<file path="config.mk">
export PLATFORM = sky130hd
export DESIGN_NAME = nvm_status_guard
export DESIGN_NICKNAME = d
export VERILOG_FILES = /design/src/rtl/nvm_sg_pkg.sv /design/src/rtl/sg_region_check.sv /design/src/rtl/sg_cmd_gate.sv /design/src/rtl/sg_status_regs.sv /design/src/rtl/nvm_status_guard.sv
export SDC_FILE = /design/constraint.sdc
export NUM_CORES = 1
export LEC_CHECK = 0
export BUFFER_PORTS_ARGS = -buffer_cell sky130_fd_sc_hd__buf_2
export CORE_ASPECT_RATIO = 1.25
export CORE_MARGIN = 2
export CORE_UTILIZATION = 31
export CTS_CLUSTER_DIAMETER = 50
export DETAILED_ROUTE_END_ITERATION = 10
export PLACE_DENSITY_LB_ADDON = 0.2
export SKIP_CTS_REPAIR_TIMING = 1
export SLEW_MARGIN = 20
export SYNTH_ARGS = -nofsm -noshare
export SYNTH_HDL_FRONTEND = slang
export SYNTH_SLANG_ARGS = --single-unit
</file>
<file path="constraint.sdc">
create_clock -name clk -period 1.25 [get_ports clk]
set_input_delay 0.3125 -clock clk [delete_from_list [all_inputs] [get_ports clk]]
set_output_delay 0.3125 -clock clk [all_outputs]
set_load 0.005 [all_outputs]
</file>
<file path="src/rtl/nvm_sg_pkg.sv">
package nvm_sg_pkg;

  // status byte 0, bit 7 down to bit 0
  typedef struct packed {
    logic       lock;
    logic       aai;
    logic [1:0] rsv;
    logic [1:0] lvl;
    logic       wel;
    logic       busy;
  } sr0_t;

  typedef enum logic [1:0] {
    LVL_NONE = 2'b00,
    LVL_QTR  = 2'b01,
    LVL_HALF = 2'b10,
    LVL_ALL  = 2'b11
  } lvl_e;

  typedef struct packed {
    logic wren;
    logic wrdi;
    logic wrsr;
    logic wrsr1;
    logic prog;
    logic erase;
    logic aai_start;
    logic aai_exit;
  } cmd_t;

  typedef struct packed {
    logic set_wel;
    logic clr_wel;
    logic load_sr0;
    logic load_sr1;
    logic mem_ok;
    logic mem_rej;
    logic enter_aai;
    logic leave_aai;
  } act_t;

endpackage

</file>
<file path="src/rtl/sg_region_check.sv">
module sg_region_check
  import nvm_sg_pkg::*;
#(
  parameter int ADDR_W = 18,
  parameter int SECT_W = 12
) (
  input  logic [ADDR_W-1:0] addr,
  input  logic [1:0]        lvl,
  input  logic              top_lock,
  input  logic              bot_lock,
  output logic              hit
);
  localparam int SEC_IDX_W = ADDR_W - SECT_W;

  logic [SEC_IDX_W-1:0] sec_idx;
  logic [1:0]           top2;
  logic                 lvl_hit;
  logic                 top_hit;
  logic                 bot_hit;
  logic [SECT_W-1:0]    unused_offset;

  assign sec_idx       = addr[ADDR_W-1:SECT_W];
  assign top2          = addr[ADDR_W-1 -: 2];
  assign unused_offset = addr[SECT_W-1:0];

  always_comb begin
    unique case (lvl_e'(lvl))
      LVL_NONE: lvl_hit = 1'b0;
      LVL_QTR:  lvl_hit = (top2 == 2'b11);
      LVL_HALF: lvl_hit = top2[1];
      LVL_ALL:  lvl_hit = 1'b1;
      default:  lvl_hit = 1'b1;
    endcase
  end

  assign top_hit = top_lock && (sec_idx == {SEC_IDX_W{1'b1}});
  assign bot_hit = bot_lock && (sec_idx == {SEC_IDX_W{1'b0}});
  assign hit     = lvl_hit || top_hit || bot_hit;

endmodule

</file>
<file path="src/rtl/sg_cmd_gate.sv">
module sg_cmd_gate
  import nvm_sg_pkg::*;
(
  input  cmd_t cmd,
  input  logic busy,
  input  logic wel,
  input  logic aai,
  input  logic prot_hit,
  output act_t act
);
  logic idle;
  logic plain;
  logic mem_req;
  logic kind_ok;

  assign idle    = !busy;
  assign plain   = idle && !aai;
  assign mem_req = cmd.prog || cmd.erase || cmd.aai_start;

  // in auto-increment mode only a program strobe continues the sequence
  assign kind_ok = aai ? (cmd.prog && !cmd.erase && !cmd.aai_start) : 1'b1;

  always_comb begin
    act           = '0;
    act.set_wel   = cmd.wren && plain;
    act.clr_wel   = cmd.wrdi && plain;
    act.load_sr0  = cmd.wrsr && plain && wel;
    act.load_sr1  = cmd.wrsr1 && plain && wel;
    act.mem_ok    = mem_req && idle && wel && kind_ok && !prot_hit;
    act.mem_rej   = mem_req && !act.mem_ok;
    act.enter_aai = act.mem_ok && cmd.aai_start && !aai;
    act.leave_aai = cmd.aai_exit && idle && aai;
  end

endmodule

</file>
<file path="src/rtl/sg_status_regs.sv">
module sg_status_regs
  import nvm_sg_pkg::*;
(
  input  logic       clk,
  input  logic       rst,
  input  act_t       act,
  input  logic [7:0] wr_data,
  input  logic       op_done,
  output sr0_t       sr0,
  output logic       top_lock,
  output logic       bot_lock,
  output logic       acc_q,
  output logic       rej_q
);
  logic unused_data;
  assign unused_data = ^{wr_data[6:4], wr_data[1:0]};

  always_ff @(posedge clk) begin
    if (rst) begin
      sr0      <= '{lock: 1'b0, aai: 1'b0, rsv: 2'b00, lvl: 2'b11, wel: 1'b0, busy: 1'b0};
      top_lock <= 1'b0;
      bot_lock <= 1'b0;
      acc_q    <= 1'b0;
      rej_q    <= 1'b0;
    end else begin
      acc_q <= act.mem_ok;
      rej_q <= act.mem_rej;

      if (sr0.busy && op_done) begin
        sr0.busy <= 1'b0;
        if (!sr0.aai) sr0.wel <= 1'b0;
      end
      if (act.mem_ok)    sr0.busy <= 1'b1;
      if (act.enter_aai) sr0.aai  <= 1'b1;

      if (act.set_wel) sr0.wel <= 1'b1;
      if (act.clr_wel) sr0.wel <= 1'b0;

      if (act.load_sr0) begin
        sr0.lock <= wr_data[7];
        if (!sr0.lock) sr0.lvl <= wr_data[3:2];
        sr0.wel  <= 1'b0;
      end

      if (act.load_sr1) begin
        top_lock <= wr_data[2];
        bot_lock <= wr_data[3];
        sr0.wel  <= 1'b0;
      end

      if (act.leave_aai) begin
        sr0.aai <= 1'b0;
        sr0.wel <= 1'b0;
      end

      sr0.rsv <= 2'b00;
    end
  end

endmodule

</file>
<file path="src/rtl/nvm_status_guard.sv">
module nvm_status_guard
  import nvm_sg_pkg::*;
#(
  parameter int ADDR_W = 18,
  parameter int SECT_W = 12
) (
  input  logic              clk,
  input  logic              rst,
  input  logic              cmd_wren,
  input  logic              cmd_wrdi,
  input  logic              cmd_wrsr,
  input  logic              cmd_wrsr1,
  input  logic              cmd_prog,
  input  logic              cmd_erase,
  input  logic              cmd_aai_start,
  input  logic              cmd_aai_exit,
  input  logic [7:0]        wr_data,
  input  logic [ADDR_W-1:0] target_addr,
  input  logic              op_done,
  output logic [7:0]        status0,
  output logic [7:0]        status1,
  output logic              busy,
  output logic              wr_accept,
  output logic              wr_reject
);
  cmd_t cmd;
  act_t act;
  sr0_t sr0;
  logic top_lock;
  logic bot_lock;
  logic prot_hit;

  assign cmd = '{wren: cmd_wren, wrdi: cmd_wrdi, wrsr: cmd_wrsr, wrsr1: cmd_wrsr1,
                 prog: cmd_prog, erase: cmd_erase, aai_start: cmd_aai_start,
                 aai_exit: cmd_aai_exit};

  sg_region_check #(.ADDR_W(ADDR_W), .SECT_W(SECT_W)) u_region (
    .addr     (target_addr),
    .lvl      (sr0.lvl),
    .top_lock (top_lock),
    .bot_lock (bot_lock),
    .hit      (prot_hit)
  );

  sg_cmd_gate u_gate (
    .cmd      (cmd),
    .busy     (sr0.busy),
    .wel      (sr0.wel),
    .aai      (sr0.aai),
    .prot_hit (prot_hit),
    .act      (act)
  );

  sg_status_regs u_regs (
    .clk      (clk),
    .rst      (rst),
    .act      (act),
    .wr_data  (wr_data),
    .op_done  (op_done),
    .sr0      (sr0),
    .top_lock (top_lock),
    .bot_lock (bot_lock),
    .acc_q    (wr_accept),
    .rej_q    (wr_reject)
  );

  assign status0 = sr0;
  assign status1 = {4'b0000, bot_lock, top_lock, 2'b00};
  assign busy    = sr0.busy;

endmodule

</file>
==> qor.yml, run 1 <==
run_status:
  status: "finished, violations left"
  failed_checks: "negative setup slack"
timing:
  slew_viol_final: 0
  rsz0062_at_grt: "yes"
  hold_slack_ns: 0.2761
  max-slew-margin-rel_pct: 41.67
  hold_viol: 0
  finalWorstSetupSlack_ns: -0.1061
  layout_min_cycle_time_ns: 1.356
  fin_tns_setup_ns: -0.2321
  tightestPinTransition_ns: 0.8640
  fmax_ghz: 0.7374
  layout_worst_path_cycle_share_pct: 108.5
  skew_ns: 0.001330
  finalSetupViolations: 4
layout:
  num_antenna_cells: 0
  fillers: 186
  layout-drive-gt1-share_pct: 53.57
  final_util_pct: 50.32
  area_delta_synth_final_pct: 51.71
  nNetsFinal: 150
  fin_area_um2: 888.4
worst_setup_path:
  cp.arrival_ns: 1.51
  r2r_cells: 4
  crit_end: "u_regs.rej_q"
  r2r-start: "u_regs.sr0[2]"
  r2r_slack_ns: -0.11
  worstPathCellList: "a21oi_2, o22ai_1, or4_1, a32o_1"
  critPathLaunch: "u_regs.sr0[2]"
  crit_path_top_delay_cell: "or4_1"
  worstSetupPathType: "flip-flop to flip-flop"
  required_ns: 1.41
  crit_fanout: 3
  slowest_delay_ns: 0.50
  reg2reg_to: "u_regs.rej_q"
  cp-start-kind: "flip-flop"
  end_kind: "flip-flop"
logic_synthesis:
  syn_avg_cell_area_um2: 8.247
  async_reset_ff_share_pct: 0
  synth-edff-count: 0
  synth_common_cells: "buf_4, dfxtp_1, nor2_1, nand2_1, nand3_1"
  ys_ff_latch: 10
  synthCells: 71
  yosysTopAreaCell: "dfxtp_1"
  seq_area_frac_synth_pct: 34.19
  yosys_warnings: 0
  ys.flop_type: "dfxtp_1"
  yosysMostFrequentCell: "buf_4"
  synth_top_cells_by_area: "dfxtp_1, buf_4, nor2_1"
  ys_types: 28
  syn-cell-area_um2: 585.6
  yosys.area.top_type_share_pct: 34.19
die:
  initial_utilization_pct: 33.17
  fp-row-count: 17
  io_pins: 56
  dieArea_um2: 2255
  core_um2: 1765
  chipHeight_um: 52.59
  dieWidth_um: 42.88
drt:
  first_iter_violations: 8
  route.vias.total: 620
  drtPass1Iterations: 3
  wl_um: 1502
  ant_nets: 0
  drc_errors: 0
  wl_per_cell_um: 11.47
  via_per_inst: 4.733
grt:
  grt_first_pass_wirelength_um: 2014
  grt_max_degree: 8
  first_global_vias: 504
  antenna_found_initial: 0
  gr-usage-all-layers_pct: 12.66
  overflow: 0
clock_tree:
  cts-root-buf: "clkbuf_4"
  cts.path.max_buffers: 2
  clk_pin_slew_ns: 0.07
  insertion_delay_ns: 0.26
  h-tree-depth: 1
  clock-sinks: 10
  cts_inserted_buffers: 3
  cts_tree: "yes"
flow_run:
  drv_cap: 0
place:
  gp_congestion: 0.7822
  dp.final_hpwl_um: 1104
  dpl_cell_area_um2: 773.2
  post-place-ws_ns: -0.2540
  port_buffers: 30
power:
  vdd_drop_max_uv: 481.4
  p_leak_uw: 0.0004286
  power_density_nw_per_um2: 853.3
worst_hold_path:
  holdPathStages: 3
  hold_path_class: "primary input to flip-flop"
==> stage by stage <==
| step | power [uW] | cells |
|---|---|---|
| global placement | 454.6 | 125 |
| CTS | 753.8 | 129 |
| detailed placement | 456.4 | 125 |
| global route | 809.8 | 131 |
| finish | 758.0 | 131 |
| floorplan | 409.2 | 78 |
==> worst min path at each step <==
stage / end / slack [ns] / startpoint
floorplan: u_regs.bot_lock / 0.38 / rst
global placement: u_regs.sr0[7] / 0.54 / wr_data[7]
detailed placement: u_regs.sr0[7] / 0.56 / wr_data[7]
CTS: u_regs.sr0[7] / 0.27 / wr_data[7]
global route: u_regs.sr0[3] / 0.26 / wr_data[3]
finish: u_regs.sr0[7] / 0.28 / wr_data[7]
==> report_power, final <==
| group | switching, uW | total (uW) | leakage [uW] | internal, uW |
|---|---|---|---|---|
| sequential | 6.05 | 336 | 0.0000819 | 330 |
| combinational | 61.5 | 133 | 0.000326 | 71.7 |
| clock | 112 | 289 | 0.0000210 | 177 |
==> sequential cells by signal (all words and copies together) (netlist names) <==
name,cells
u_regs.top_lock,1
u_regs.bot_lock,1
u_regs.acc_q,1
u_regs.rej_q,1
u_regs.sr0,6
==> placed cells by master (no fill, tap or decap), drive strengths merged <==
| cell | n |
|---|---|
| o22ai | 2 |
| or3 | 1 |
| buf | 43 |
| nor4 | 1 |
| nand2b | 1 |
| nand3 | 4 |
| nand4bb | 1 |
| o311ai | 1 |
| o211ai | 1 |
| and3 | 1 |
| a21oi | 2 |
| clkbuf | 4 |
| mux2i | 3 |
| nor4b | 1 |
| inv | 4 |
| nand4 | 1 |
| conb | 8 |
| nor3 | 1 |
| dfxtp | 10 |
| nor2 | 9 |
| o21ai | 3 |
| a211o | 1 |
| o32ai | 1 |
| or4 | 1 |
| a21o | 1 |
| nand2 | 4 |
| a32o | 1 |
| nor2b | 1 |
==> cells by family after synthesis <==
logic type | share of synthesized area [%]
buf+inv | 19.23
compound gates | 15.17
other cells | 0.6404
mux | 5.128
flops | 34.19
simple gates | 25.64
==> layout make-up <==
type,instances,area [um2],share of cell area (%)
sequential,10,206.4,23.24
clock buffer,4,36.28,4.085
tap,19,23.77,2.676
timing repair buffer,43,269.0,30.28
multi-input combinational,51,337.8,38.03
inverter,4,15.01,1.690
==> critical path: cells and delay by family, from the launching register on <==
family / cells / cell delay (ns)
and+or+nand+nor: 1 / 0.50
AOI/OAI and AO/OA: 3 / 0.41
DFF: 1 / 0.33
==> layer usage <==
layer	GRT usage, %	vias to the layer above	share of wire (%)
li1	-	318	-
met1	13.00	279	39
met2	20.96	21	53
met3	6.552	2	7.6
met4	6.250	0	0.67
met5	0	-	0
No activity file was read; power rests on OpenSTA's default activity.
==> run 2: changes to the inputs <==
Settings changed: GPL_TIMING_DRIVEN set to 0, PLACE_DENSITY set to 0.82, PLACE_DENSITY_LB_ADDON 0.2 to not set.
==> run 2 against run 1 <==
  * The flow still finishes with violations (negative setup slack)
  * Global-route usage down 0.69 points
  * Final area down 3.2%
  * Sequential share of layout area up 1.1 points
  * Die area did not move
  * Register-to-register slack hardly changed
  * Sequential cell count did not move
  * Final cell count is the same
  * Worst hold slack better by 0.0032 ns
  * Critical path depth did not move
  * Critical path type unchanged
  * Critical endpoint unchanged
==> qor.yml, run 2 (synthesized netlist as in run 1, its figures left out) <==
clock_tree:
  h-tree-depth: 1  # unchanged
  cts-root-buf: "clkbuf_4"
  cts.path.max_buffers: 2  # unchanged
  clock-sinks: 10  # unchanged
  insertion_delay_ns: 0.27  # about the same
  cts_tree: "yes"
  cts_inserted_buffers: 3  # unchanged
  clk_pin_slew_ns: 0.07  # about the same
timing:
  rsz0062_at_grt: "yes"
  finalSetupViolations: 1  # -3
  hold_viol: 0  # unchanged
  slew_viol_final: 0  # unchanged
  fmax_ghz: 0.7298  # -1.0%
  layout_worst_path_cycle_share_pct: 109.6  # +1.1 points
  tightestPinTransition_ns: 0.6661  # -0.1979 ns
  finalWorstSetupSlack_ns: -0.1203  # -0.01419 ns
  skew_ns: 0.001082  # -0.0002476 ns
  layout_min_cycle_time_ns: 1.370  # +0.01419 ns
  max-slew-margin-rel_pct: 55.03  # +13 points
die:
  initial_utilization_pct: 33.17  # unchanged
  dieWidth_um: 42.88  # unchanged
  io_pins: 56  # unchanged
  core_um2: 1765  # unchanged
  chipHeight_um: 52.59  # unchanged
  dieArea_um2: 2255  # unchanged
  fp-row-count: 17  # unchanged
grt:
  grt_first_pass_wirelength_um: 2028  # +0.70%
  gr-usage-all-layers_pct: 11.97  # -0.69 points
  antenna_found_initial: 0  # unchanged
  first_global_vias: 513  # +1.8%
  grt_max_degree: 9  # +1
  overflow: 0  # unchanged
layout:
  num_antenna_cells: 0  # unchanged
  regMostFlops: "u_regs.sr0"
  final_cell_mix: "buf_2, buf_4, nor2_1, conb_1, dfxtp_1"
  layout-drive-gt1-share_pct: 52.68  # -0.89 points
  fin_area_um2: 859.6  # -3.2%
  layout_commonest_cell: "buf_2"
  largest_reg_flops: 6  # unchanged
  nNetsFinal: 150  # unchanged
  fin_cells: 131  # unchanged
  area_delta_synth_final_pct: 46.79
worst_setup_path:
  slowest_delay_ns: 0.50  # about the same
  end_kind: "flip-flop"
  crit_family: "simple AND/OR/NAND/NOR gates"
  worstPathCellList: "a21oi_2, o22ai_1, or4_1, a32o_1"
  worstSetupPathType: "flip-flop to flip-flop"
  worst-path-buf-inv: 0  # unchanged
  crit_path_top_delay_cell: "or4_1"
  cp.arrival_ns: 1.53  # +0.02 ns
  required_ns: 1.41  # about the same
  crit_fanout: 4  # +1
  cp-start-kind: "flip-flop"
power:
  p_comb_share_pct: 16.4  # -1.2 points
  pwr-share-seq_pct: 44.6  # +0.3 points
  p_sw_uw: 178.9  # -0.51%
  internal_power_uw: 574.7  # -0.61%
  vdd_drop_max_uv: 475.8  # -1.2%
  p_leak_uw: 0.0004285  # about the same
  power_uw: 753.6  # -0.59%
  swShare_pct: 23.74  # about the same
  p_clk_share_pct: 38.9  # +0.8 points
  power_density_nw_per_um2: 876.7  # +2.7%
drt:
  drtPass1Iterations: 4  # +1
  wl_um: 1296  # -14%
  route.vias.total: 603  # -2.7%
  via_per_inst: 4.603  # -2.7%
  first_iter_violations: 6  # -2
  ant_nets: 0  # unchanged
  wl_per_cell_um: 9.893  # -14%
  drc_errors: 0  # unchanged
place:
  post-place-ws_ns: -0.2623  # -0.008278 ns
  dp.final_hpwl_um: 1053  # -4.6%
  dpl_cell_area_um2: 788.3  # +1.9%
  dp.cells: 127  # +1.6%
  gp_congestion: 0.7644  # -2.3%
  port_buffers: 30  # unchanged
run_status:
  status: "finished, violations left"
  failed_checks: "negative setup slack"
worst_hold_path:
  hold_path_class: "primary input to flip-flop"
flow_run:
  drv_cap: 0  # unchanged
run 2: layout make-up:
type / instances / area [um2]
Fill cell: 175 / 905.9
Multi-Input combinational cell: 51 / 327.8
Sequential cell: 10 / 209.0
Timing Repair Buffer: 30 / 150.1
Buffer: 13 / 97.59
Clock buffer: 4 / 36.28
Tap cell: 19 / 23.77
Inverter: 4 / 15.01
run 2: tightest hold or removal path: stages:
cell and delay (ns):
buf_2 0.09, nand2_1 0.05, nand3_1 0.07
run 2: power groups by stage:
stage	clock network [uW]	logic, uW	registers [uW]
6_report	293	124	336
3_5_place_dp	0	118	345
2_1_floorplan	0	65.5	344
4_1_cts	299	119	337
5_1_grt	319	138	338
3_3_place_gp	0	116	344
run 2: per-layer routing:
layer,GRT usage [%],up-vias,share of wire (%)
met5,0,-,0
met3,5.517,0,11
met4,3.125,0,0
met1,14.32,259,42
li1,-,314,-
met2,19.19,30,46
run 2: path summary, 6_finish.rpt:
check | start | endpoint | slack, ns | cells past startpoint
setup reg to reg | u_regs.sr0[2] | u_regs.rej_q | -0.12 | 4
hold / removal | wr_data[3] | u_regs.sr0[3] | 0.28 | 3
setup / recovery | u_regs.sr0[2] | u_regs.rej_q | -0.12 | 4
hold reg to reg | u_regs.sr0[2] | u_regs.sr0[2] | 0.52 | 2
run 2: per-stage QoR:
stage	util [%]	hold WS, ns	TNS [ns]
6_report	48.69	0.2792	-0.1203
5_1_grt	48.69	0.2790	-0.1756
4_1_cts	46.70	0.2780	-0.2403
3_5_place_dp	44.65	0.5291	-0.3960
3_3_place_gp	44.65	0.5051	-0.2728
2_1_floorplan	-	0.3849	-0.07599
